[config.mk]
export PLATFORM = sky130hd
export DESIGN_NAME = adc_conv_sequencer
export DESIGN_NICKNAME = d
export VERILOG_FILES = /design/src/rtl/adc_seq_pkg.sv /design/src/rtl/adc_seq_ctrl.sv /design/src/rtl/adc_seq_selhold.sv /design/src/rtl/adc_cmp_stub.sv /design/src/rtl/adc_sar_core.sv /design/src/rtl/adc_conv_sequencer.sv
export SDC_FILE = /design/constraint.sdc
export NUM_CORES = 1
export LEC_CHECK = 0
export BUFFER_PORTS_ARGS = -buffer_cell sky130_fd_sc_hd__buf_2
export CORE_MARGIN = 1
export CORE_UTILIZATION = 45
export CTS_CLUSTER_SIZE = 25
export DETAILED_ROUTE_END_ITERATION = 7
export PLACE_DENSITY_LB_ADDON = 0.08
export SKIP_LAST_GASP = 1
export SYNTH_ARGS = -nofsm -noshare
export SYNTH_HDL_FRONTEND = slang
export SYNTH_SLANG_ARGS = --single-unit
[constraint.sdc]
create_clock -name clk -period 4.1 [get_ports clk]
set_clock_uncertainty 0.05 [all_clocks]
set_input_delay 0.41 -clock clk [delete_from_list [all_inputs] [get_ports clk]]
set_output_delay 0.41 -clock clk [all_outputs]
set_load 0.005 [all_outputs]
[src/rtl/adc_seq_pkg.sv]
// Package: shared types and helpers for the conversion sequencer.
// Assumes a two-bit reference code from the control interface.
package adc_seq_pkg;

    // Captured reference source driving the reference switch
    typedef enum logic [1:0] {
        REF_SUPPLY  = 2'd0,
        REF_BANDGAP = 2'd1,
        REF_PIN     = 2'd2
    } ref_src_e;

    // Per-tick events decoded from the conversion counter
    typedef struct packed {
        logic capture;
        logic sample;
        logic decide;
        logic finish;
    } tick_ev_t;

    // Map the raw reference code onto a source; code 3 also selects the pin
    function automatic ref_src_e norm_ref(input logic [1:0] code);
        ref_src_e r;
        case (code)
            2'd0:    r = REF_SUPPLY;
            2'd1:    r = REF_BANDGAP;
            default: r = REF_PIN;
        endcase
        return r;
    endfunction

endpackage

[src/rtl/adc_seq_ctrl.sv]
// Module: conversion timing controller.
// Tracks the busy state and a tick counter across RES_W+3 ADC ticks and
// decodes capture, sample, bit-decision and finish events.
// Assumes adc_ce marks ADC clock ticks and en low means abort.
module adc_seq_ctrl
    import adc_seq_pkg::*;
#(
    parameter int RES_W = 10
) (
    input  logic                         clk,
    input  logic                         rst_n,
    input  logic                         en,
    input  logic                         start_wr,
    input  logic                         free_run,
    input  logic                         adc_ce,
    output logic                         busy,
    output tick_ev_t                     ev,
    output logic [$clog2(RES_W)-1:0]     bit_idx
);
    localparam int CONV_TICKS = RES_W + 3;
    localparam int LAST       = CONV_TICKS - 1;
    localparam int CNT_W      = $clog2(CONV_TICKS);
    localparam int IDX_W      = $clog2(RES_W);

    logic [CNT_W-1:0] cnt_q;
    logic             first_q;
    logic             tick;
    logic             at_last;
    logic [CNT_W-1:0] idx_full;

    // Tick qualification and counter decode
    always_comb begin
        tick       = busy && adc_ce && en;
        at_last    = (cnt_q == CNT_W'(LAST));
        ev.capture = tick && ((cnt_q == '0 && first_q) || (at_last && free_run));
        ev.sample  = tick && (cnt_q == CNT_W'(1));
        ev.decide  = tick && (cnt_q >= CNT_W'(2)) && (cnt_q < CNT_W'(LAST));
        ev.finish  = tick && at_last;
        idx_full   = CNT_W'(RES_W + 1) - cnt_q;
        bit_idx    = idx_full[IDX_W-1:0];
    end

    // Busy, first-conversion flag and tick counter
    always_ff @(posedge clk) begin
        if (!rst_n) begin
            busy    <= 1'b0;
            cnt_q   <= '0;
            first_q <= 1'b0;
        end else if (!en) begin
            busy    <= 1'b0;
            cnt_q   <= '0;
            first_q <= 1'b0;
        end else if (start_wr && !busy) begin
            busy    <= 1'b1;
            cnt_q   <= '0;
            first_q <= 1'b1;
        end else if (tick) begin
            if (at_last) begin
                cnt_q   <= '0;
                first_q <= 1'b0;
                busy    <= free_run;
            end else begin
                cnt_q <= cnt_q + CNT_W'(1);
                if (cnt_q == '0) first_q <= 1'b0;
            end
        end
    end

endmodule

[src/rtl/adc_seq_selhold.sv]
// Module: shadow capture of channel and reference selections.
// Captures both on a capture event. Remembers whether the reference
// changed against the previous capture and publishes that with the result.
// Assumes capture and finish may coincide (free-running restart).
module adc_seq_selhold
    import adc_seq_pkg::*;
#(
    parameter int CH_W = 3
) (
    input  logic            clk,
    input  logic            rst_n,
    input  logic            capture,
    input  logic            finish,
    input  logic [CH_W-1:0] chan_sel,
    input  logic [1:0]      ref_sel,
    output logic [CH_W-1:0] mux_sel,
    output logic [1:0]      ref_act,
    output logic            suspect
);
    ref_src_e ref_q;
    ref_src_e ref_new;
    logic     pend_q;

    // Normalised reference request
    always_comb ref_new = norm_ref(ref_sel);

    // Shadow capture of the selections and the pending suspect mark
    always_ff @(posedge clk) begin
        if (!rst_n) begin
            mux_sel <= '0;
            ref_q   <= REF_SUPPLY;
            pend_q  <= 1'b0;
        end else if (capture) begin
            mux_sel <= chan_sel;
            ref_q   <= ref_new;
            pend_q  <= (ref_new != ref_q);
        end
    end

    // Suspect flag follows the conversion that just finished
    always_ff @(posedge clk) begin
        if (!rst_n)      suspect <= 1'b0;
        else if (finish) suspect <= pend_q;
    end

    assign ref_act = ref_q;

endmodule

[src/rtl/adc_cmp_stub.sv]
// Module: synthesizable stand-in for the analog comparator.
// Reports whether the held level reaches the trial DAC code.
// Assumes the level is expressed in LSBs of the active reference.
module adc_cmp_stub #(
    parameter int RES_W = 10
) (
    input  logic [RES_W:0]   held,
    input  logic [RES_W-1:0] trial,
    output logic             ge
);
    // Magnitude compare of held level against the trial code
    always_comb ge = (held >= {1'b0, trial});
endmodule

[src/rtl/adc_sar_core.sv]
// Module: sample hold and successive-approximation register.
// Holds the level on the sample event, resolves one bit per decide event
// from MSB down, and loads the result register on the finish event.
// Assumes bit_idx counts down from RES_W-1 to 0 over the decide events.
module adc_sar_core #(
    parameter int RES_W = 10
) (
    input  logic                     clk,
    input  logic                     rst_n,
    input  logic                     sample_en,
    input  logic                     decide_en,
    input  logic                     finish_en,
    input  logic [$clog2(RES_W)-1:0] bit_idx,
    input  logic [RES_W:0]           level,
    output logic [RES_W-1:0]         result
);
    logic [RES_W:0]   held_q;
    logic [RES_W-1:0] acc_q;
    logic [RES_W-1:0] trial;
    logic             ge;

    // Trial code: accumulated bits plus the bit under test
    always_comb trial = acc_q | (RES_W'(1) << bit_idx);

    adc_cmp_stub #(.RES_W(RES_W)) u_cmp (
        .held  (held_q),
        .trial (trial),
        .ge    (ge)
    );

    // Sample hold and approximation register
    always_ff @(posedge clk) begin
        if (!rst_n) begin
            held_q <= '0;
            acc_q  <= '0;
        end else if (sample_en) begin
            held_q <= level;
            acc_q  <= '0;
        end else if (decide_en && ge) begin
            acc_q <= trial;
        end
    end

    // Result register, written only at completion
    always_ff @(posedge clk) begin
        if (!rst_n)         result <= '0;
        else if (finish_en) result <= acc_q;
    end

endmodule

[src/rtl/adc_conv_sequencer.sv]
// Module: top of the conversion channel sequencer.
// Ties the timing controller, selection shadow and SAR core together and
// owns the completion flag. Assumes one clock domain; adc_ce paces ticks.
module adc_conv_sequencer
    import adc_seq_pkg::*;
#(
    parameter int RES_W = 10,
    parameter int CH_W  = 3
) (
    input  logic             clk,
    input  logic             rst_n,
    input  logic             en,
    input  logic             start_wr,
    input  logic             free_run,
    input  logic             clr_done,
    input  logic [CH_W-1:0]  chan_sel,
    input  logic [1:0]       ref_sel,
    input  logic             adc_ce,
    input  logic [RES_W:0]   ain_level,
    output logic             busy,
    output logic [CH_W-1:0]  mux_sel,
    output logic [1:0]       ref_act,
    output logic [RES_W-1:0] result,
    output logic             done,
    output logic             suspect
);
    tick_ev_t                 ev;
    logic [$clog2(RES_W)-1:0] bit_idx;

    adc_seq_ctrl #(.RES_W(RES_W)) u_ctrl (
        .clk      (clk),
        .rst_n    (rst_n),
        .en       (en),
        .start_wr (start_wr),
        .free_run (free_run),
        .adc_ce   (adc_ce),
        .busy     (busy),
        .ev       (ev),
        .bit_idx  (bit_idx)
    );

    adc_seq_selhold #(.CH_W(CH_W)) u_sel (
        .clk      (clk),
        .rst_n    (rst_n),
        .capture  (ev.capture),
        .finish   (ev.finish),
        .chan_sel (chan_sel),
        .ref_sel  (ref_sel),
        .mux_sel  (mux_sel),
        .ref_act  (ref_act),
        .suspect  (suspect)
    );

    adc_sar_core #(.RES_W(RES_W)) u_sar (
        .clk       (clk),
        .rst_n     (rst_n),
        .sample_en (ev.sample),
        .decide_en (ev.decide),
        .finish_en (ev.finish),
        .bit_idx   (bit_idx),
        .level     (ain_level),
        .result    (result)
    );

    // Completion flag: set on finish, cleared by a write of one
    always_ff @(posedge clk) begin
        if (!rst_n)         done <= 1'b0;
        else if (ev.finish) done <= 1'b1;
        else if (clr_done)  done <= 1'b0;
    end

endmodule

* Yosys cells after proc, flatten, opt, wreduce, memory -nomap -nowiden *
Cells that the tools add are included.

word-level totals
  output and inout bits = 18
  register bits = 45
  word-level logic and storage cells = 59
  input port bits = 23

operators by class
  $lt $le $gt $ge = 3
  mux-type cells = 11
  shifts and indexed selects = 1
  add/sub/neg operators = 2
  reductions and logical operators = 24
  equality and inequality tests = 4
  bitwise gates (word level) = 3

operators by type and width
  cell                                                                                  count
  11-bit by 10-bit greater-or-equal comparator with 1-bit output                        1
  1-bit logical AND                                                                     11
  10-bit bitwise OR                                                                     1
  1-bit by 4-bit << shifter with 10-bit output (first input constant)                   1
  1-bit 2-to-1 mux                                                                      9
  2-bit AND reduction                                                                   3
  2-bit nonzero test                                                                    3
  4-bit by 1-bit adder with 4-bit output (second input constant)                        1
  4-bit by 1-bit equality test with 1-bit output (second input constant)                1
  4-bit equality test (second input constant)                                           1
  4-bit by 2-bit greater-or-equal comparator with 1-bit output (second input constant)  1
  4-bit zero test                                                                       1
  4-bit < comparator (second input constant)                                            1
  4-bit 2-to-1 mux                                                                      1
  2-bit one-hot mux with 2 select lines                                                 1
  4-bit subtractor (first input constant)                                               1
  3-bit nonzero test                                                                    1
  3-bit OR reduction                                                                    1
  2-bit by 1-bit equality test with 1-bit output (second input constant)                1
  2-bit zero test                                                                       1
  2-bit != test                                                                         1
  1-bit NOT                                                                             2
  2-bit OR reduction                                                                    1
  1-bit zero test                                                                       1
  1-bit logical OR                                                                      1

* Longest topological paths before layout *
  word-level depth = 5
  depth in mapped cells = 11
  gate-level depth less buffers = 10

* By module *
Synthesis repeated with hierarchy kept, for this count alone.

unflattened totals
  cells, all modules = 234
  area total of the unflattened synthesis = 2,260.9 sq um

modules (own cells, without submodules)
  module              area each (sq um)  times used  seq. area each (sq um)  cells each
  adc_sar_core        1,288.7            1           620.6                   115
  adc_seq_ctrl        402.9              1           120.1                   53
  adc_seq_selhold     284.0              1           140.1                   28
  adc_cmp_stub        244.0              1           0.0                     35
  adc_conv_sequencer  41.3               1           20.0                    3

* Worst setup path after synthesis *
OpenSTA, ideal clock, no wires.

  path type = reg-to-reg
  start = register u_ctrl.cnt_q[2]
  end = register u_sar.acc_q[1]
  data arrival time = 2.584 ns
  stages on the path, launching flop included = 12
  library setup time = 0.133 ns
  data required time = 3.917 ns
  path buffers = 1
  clock period less this slack = 2.767 ns
  path slack = 1.333 ns
  cells stage by stage = dfxtp_1 > clkbuf_1 > inv_1 > ha_1 > nor2b_1 > a21oi_1 > ha_1 > a21o_1 > a31oi_1 > o21ai_1 > a21oi_1 > o21ai_0

between the ends
  cells in the longest elaborated chain, start to end = 5
  elaborated cells between the ends (all ways) = 12
  classes of those cells = add/sub (1); order compare (3); eq/ne (1); shift (1); bitwise (1); reduce/logical (5)

RTL lines
  item                                                            line                RTL
  from (decl)                                                     adc_seq_ctrl.sv:25  logic [CNT_W-1:0] cnt_q;
  from (signal assigned)                                          adc_seq_ctrl.sv:63  cnt_q <= cnt_q + CNT_W'(1);
  4-bit subtractor                                                adc_seq_ctrl.sv:39  idx_full = CNT_W'(RES_W + 1) - cnt_q;
  1-bit by 4-bit << shifter with 10-bit output                    adc_sar_core.sv:23  always_comb trial = acc_q | (RES_W'(1) << bit_idx);
  10-bit bitwise OR                                               adc_sar_core.sv:23
  11-bit by 10-bit greater-or-equal comparator with 1-bit output  adc_cmp_stub.sv:12  always_comb ge = (held >= {1'b0, trial});
  1-bit logical AND                                               adc_sar_core.sv:39  end else if (decide_en && ge) begin
  to (signal assigned)                                            adc_sar_core.sv:40  acc_q <= trial;
  to (decl)                                                       adc_sar_core.sv:18  logic [RES_W-1:0] acc_q;

Parallel ways exist; a longest one is shown, timed or not.
A chain may end at the register's enable or synchronous reset.

* Worst setup path after layout *
  start = register u_ctrl.cnt_q[2]
  end = register u_sar.acc_q[2]

Same word-level chain as after synthesis.

==> results_tabular.tex <==
\begin{tabular}{lr}
\hline
Metric & Value \\
\hline
\multicolumn{2}{l}{\textbf{GRT}} \\
\quad Largest net degree at the start of global routing & 34 \\
\quad Met3 Usage GRT & 2.917\% \\
\quad Met2 routing resource usage after global routing & 28.25\% \\
\quad Number of antenna violations at the first check in global routing & 0 \\
\quad Wire length of the first global-routing pass & 7.569 mm \\
\quad Busiest layer in global routing & met2 \\
\quad Met1 usage in global routing & 25.56\% \\
\quad Total track usage & 18.23\% \\
\quad Number of global-route vias before repair & 1631 \\
\quad Final global-route overflow total & 0 \\
\multicolumn{2}{l}{\textbf{Clock tree}} \\
\quad Clock latency at the later pin of the worst-skew pair & 290 ps \\
\quad Register clock-pin slew on the reported worst setup and hold paths & 80 ps \\
\quad Clock Root Buffer & clkbuf\_8 \\
\quad Number of post-CTS setup repair buffers & 0 \\
\quad Hold bufs inserted after CTS & 0 \\
\quad Number of buffers added by the clock tree synthesis step & 5 \\
\quad Total number of clock tree sinks & 45 \\
\quad Maximum number of buffers from clock root to sink & 2 \\
\quad Number of instances resized during post-cts repair & 0 \\
\quad Max H-tree Level & 2 \\
\quad TritonCTS clock tree & done \\
\multicolumn{2}{l}{\textbf{Placement}} \\
\quad DPL Wire Length & 3.171 mm \\
\quad Number of buffers added on ports & 40 \\
\quad Post-Place Worst Slack & 818.9 ps \\
\quad Placer Congestion & 0.7888 \\
\quad Placed standard-cell area & 2450 um2 \\
\multicolumn{2}{l}{\textbf{Drt}} \\
\quad Pre-Repair DR Iteration Count & 4 \\
\quad Average wire length per cell after detail routing & 12.11 um \\
\quad DRC viols & 0 \\
\quad Number of design-rule violations left by the first detailed-router iteration & 62 \\
\quad Final ANT Viol Nets & 0 \\
\quad Routed Wire Length & 4.335 mm \\
\quad Average vias per placed instance & 5.123 \\
\quad Via count & 1834 \\
\multicolumn{2}{l}{\textbf{Job}} \\
\quad MaxCap Viol Count & 0 \\
\multicolumn{2}{l}{\textbf{Timing}} \\
\quad Setup slack of the critical path after layout & 788.2 ps \\
\quad Final Setup Violations & 0 \\
\quad Final Hold Violating Endpoints & 0 \\
\quad Fin Setup TNS & 0 ps \\
\quad Maximum clock frequency & 301.9 MHz \\
\quad Minimum period implied by the final worst setup slack & 3312 ps \\
\quad Setup repair after global routing missed its margin & no \\
\quad Slew HR & 54.90\% \\
\quad Transition time at the pin with the least slew margin & 675.2 ps \\
\quad Number of max-slew violations in the final report & 0 \\
\quad Share of the clock period used by the worst path & 80.78\% \\
\multicolumn{2}{l}{\textbf{Synthesis}} \\
\quad Count of flip-flops with a built-in enable after synthesis & 0 \\
\quad Total of warnings raised by yosys & 0 \\
\quad Area leader, netlist & dfxtp\_1 \\
\quad Cell with the most instances after synthesis & nand2\_1 \\
\quad Fraction of registers with async set or reset after synthesis & 0\% \\
\quad Net Count, Synth & 295 \\
\quad Synth cell types & 39 \\
\quad Synth area leaders & dfxtp\_1 (40\%), ha\_1 (10\%), nand2\_1 (8.7\%) \\
\quad Share of the yosys chip area belonging to registers & 40.31\% \\
\quad Top cell type's share of synthesized area & 40.31\% \\
\quad Main flop type after synthesis & dfxtp\_1 \\
\quad Most frequent cells after synthesis & nand2\_1 (52), dfxtp\_1 (45), ha\_1 (18) \\
\quad Yosys reg bits & 45 \\
\quad Post-synthesis average cell area & 8.798 um2 \\
\quad Number of cells produced by synthesis & 254 \\
\quad Netlist area before placement & 2235 um2 \\
\multicolumn{2}{l}{\textbf{Worst setup path}} \\
\quad Crit Path Max Fanout & 15 \\
\quad Worst reg-to-reg setup slack & 790 ps \\
\quad Arr. time, crit path & 3430 ps \\
\quad End of the worst register-to-register path & u\_sar.acc\_q[2] \\
\quad Launching element type of the critical path & register \\
\quad R2r startpoint & u\_ctrl.cnt\_q[2] \\
\quad Critical Path Start & u\_ctrl.cnt\_q[2] \\
\quad Setup Crit Path Kind & register to register \\
\quad Reg2Reg Depth & 10 \\
\quad Critical Path End Type & register \\
\quad Data required time of the worst path & 4210 ps \\
\quad Capturing element of the worst setup path & u\_sar.acc\_q[2] \\
\multicolumn{2}{l}{\textbf{Die}} \\
\quad Count of pins on the block boundary & 41 \\
\quad Die height & 72.47 um \\
\quad Floorplan row count & 25 \\
\quad Floorplan die area & 5252 um2 \\
\quad Core Region & 4755 um2 \\
\quad Die X-Extent & 72.47 um \\
\quad Initial standard-cell utilization of the core & 47.00\% \\
\multicolumn{2}{l}{\textbf{Power and ir drop}} \\
\quad Fraction of power consumed by combinational cells & 4.2\% \\
\quad Maximum vdd ir drop & 0.0001694 V \\
\quad Proportion of total power due to net switching & 21.90\% \\
\quad Power Total & 0.7309 mW \\
\quad Pwr dens & 288.6 nW/um2 \\
\quad Static power due to leakage & 1.012 nW \\
\quad Relative contribution of sequential cells to total power & 60.0\% \\
\quad Power dissipated by switching net loads & 0.1601 mW \\
\quad Fraction of power consumed by the clock network & 35.7\% \\
\quad Pint & 0.5709 mW \\
\multicolumn{2}{l}{\textbf{Min path}} \\
\quad Startpoint of the worst hold path & ain\_level[9] \\
\quad Hold Path Cell Cnt & 3 \\
\quad Worst min-delay path class & primary input to register \\
\multicolumn{2}{l}{\textbf{Layout}} \\
\quad Number of nets in the finished design & 331 \\
\quad Share of post-route cells with drive strength above 1 & 18.56\% \\
\quad Core Util, Final & 53.26\% \\
\quad Number of fillers in the final layout & 499 \\
\quad Final Instance Area & 2532 um2 \\
\quad Area growth from synthesis to layout & 13.33\% \\
\quad Area of combinational cells with multiple inputs & 1231 um2 \\
\quad Number of diodes & 0 \\
\quad Sequential Area & 900.9 um2 \\
\multicolumn{2}{l}{\textbf{Status}} \\
\quad Status & finished, final reports clean \\
\hline
\end{tabular}
per-layer routing:
metal | up-vias | routed length [um]
met5 | - | 0
met4 | 0 | 70
met3 | 8 | 201
met2 | 52 | 1822
met1 | 813 | 2241
li1 | 961 | -
stage by stage:
| stage | std cells | hold slack, ps |
|---|---|---|
| 2_1_floorplan | 254 | 387.5 |
| 3_3_place_gp | 350 | 389.6 |
| 3_5_place_dp | 350 | 393.4 |
| 4_1_cts | 358 | 291.1 |
| 5_1_grt | 358 | 308.9 |
| 6_report | 358 | 294.9 |
how the worst min path moves through the flow:
stage	end	slack, ps
2_1_floorplan	u_sel.suspect	390
3_3_place_gp	u_sar.result[2]	390
3_5_place_dp	u_sar.result[3]	390
4_1_cts	u_sar.held_q[9]	290
5_1_grt	u_sar.held_q[7]	310
6_report	u_sar.held_q[9]	290
registers in the layout, indices dropped and copies added, names as in the netlist:
name            count
u_ctrl.cnt_q        4
u_sar.result       10
u_sel.suspect       1
u_sel.pend_q        1
u_sar.held_q       11
u_ctrl.busy         1
u_sel.mux_sel       3
u_sar.acc_q        10
u_sel.ref_act       2
done                1
u_ctrl.first_q      1
layout by cell type (no fill, tap or decap), types with 3 or more instances in the layout:
| master | count |
|---|---|
| nand2_1 | 52 |
| dfxtp_1 | 45 |
| buf_2 | 40 |
| ha_1 | 18 |
| a21oi_1 | 16 |
| a21boi_1 | 15 |
| nand4_1 | 10 |
| a21boi_0 | 10 |
| nor2_1 | 8 |
| inv_1 | 7 |
| nor2b_1 | 7 |
| o21ai_0 | 7 |
| nand3_1 | 6 |
| a31oi_1 | 5 |
| clkbuf_8 | 5 |
| mux2i_1 | 4 |
| a21o_1 | 3 |
| nand2b_1 | 3 |
| o31ai_1 | 3 |
cell type report:
type	count	share of cell area (%)
clock buffer	6	2.866
clock inverter	2	0.3953
inverter	7	1.038
multi-input combinational	190	48.62
sequential	45	35.57
tap	67	3.310
timing repair buffer	41	8.202
kinds of logic after synthesis:
group | share of synthesized area, %
AND/OR/NAND/NOR | 22.06
AO/OA/AOI/OAI | 19.99
flip-flops | 40.31
buffers and inverters | 4.591
adder cells (fa/ha/maj) | 10.08
multiplexers | 1.792
XOR/XNOR | 1.176
power groups by stage:
stage / Sequential [mW] / Clock, mW / Combinational (mW)
floorplan: 0.449 / 0 / 0.0169
global placement: 0.449 / 0 / 0.0307
detailed placement: 0.449 / 0 / 0.0310
CTS: 0.439 / 0.270 / 0.0312
global route: 0.439 / 0.286 / 0.0344
finish: 0.439 / 0.261 / 0.0309
worst max-delay path: stages, from the launching register on:
cell and delay, ps:
dfxtp_1 580, inv_1 120, ha_1 570, nor2b_1 390, a21oi_1 120, ha_1 300, a21o_1 150, a31oi_1 140
o21ai_1 170, a21oi_1 430, o21ai_0 170
Note: power is estimated with default switching activity, not from simulation.
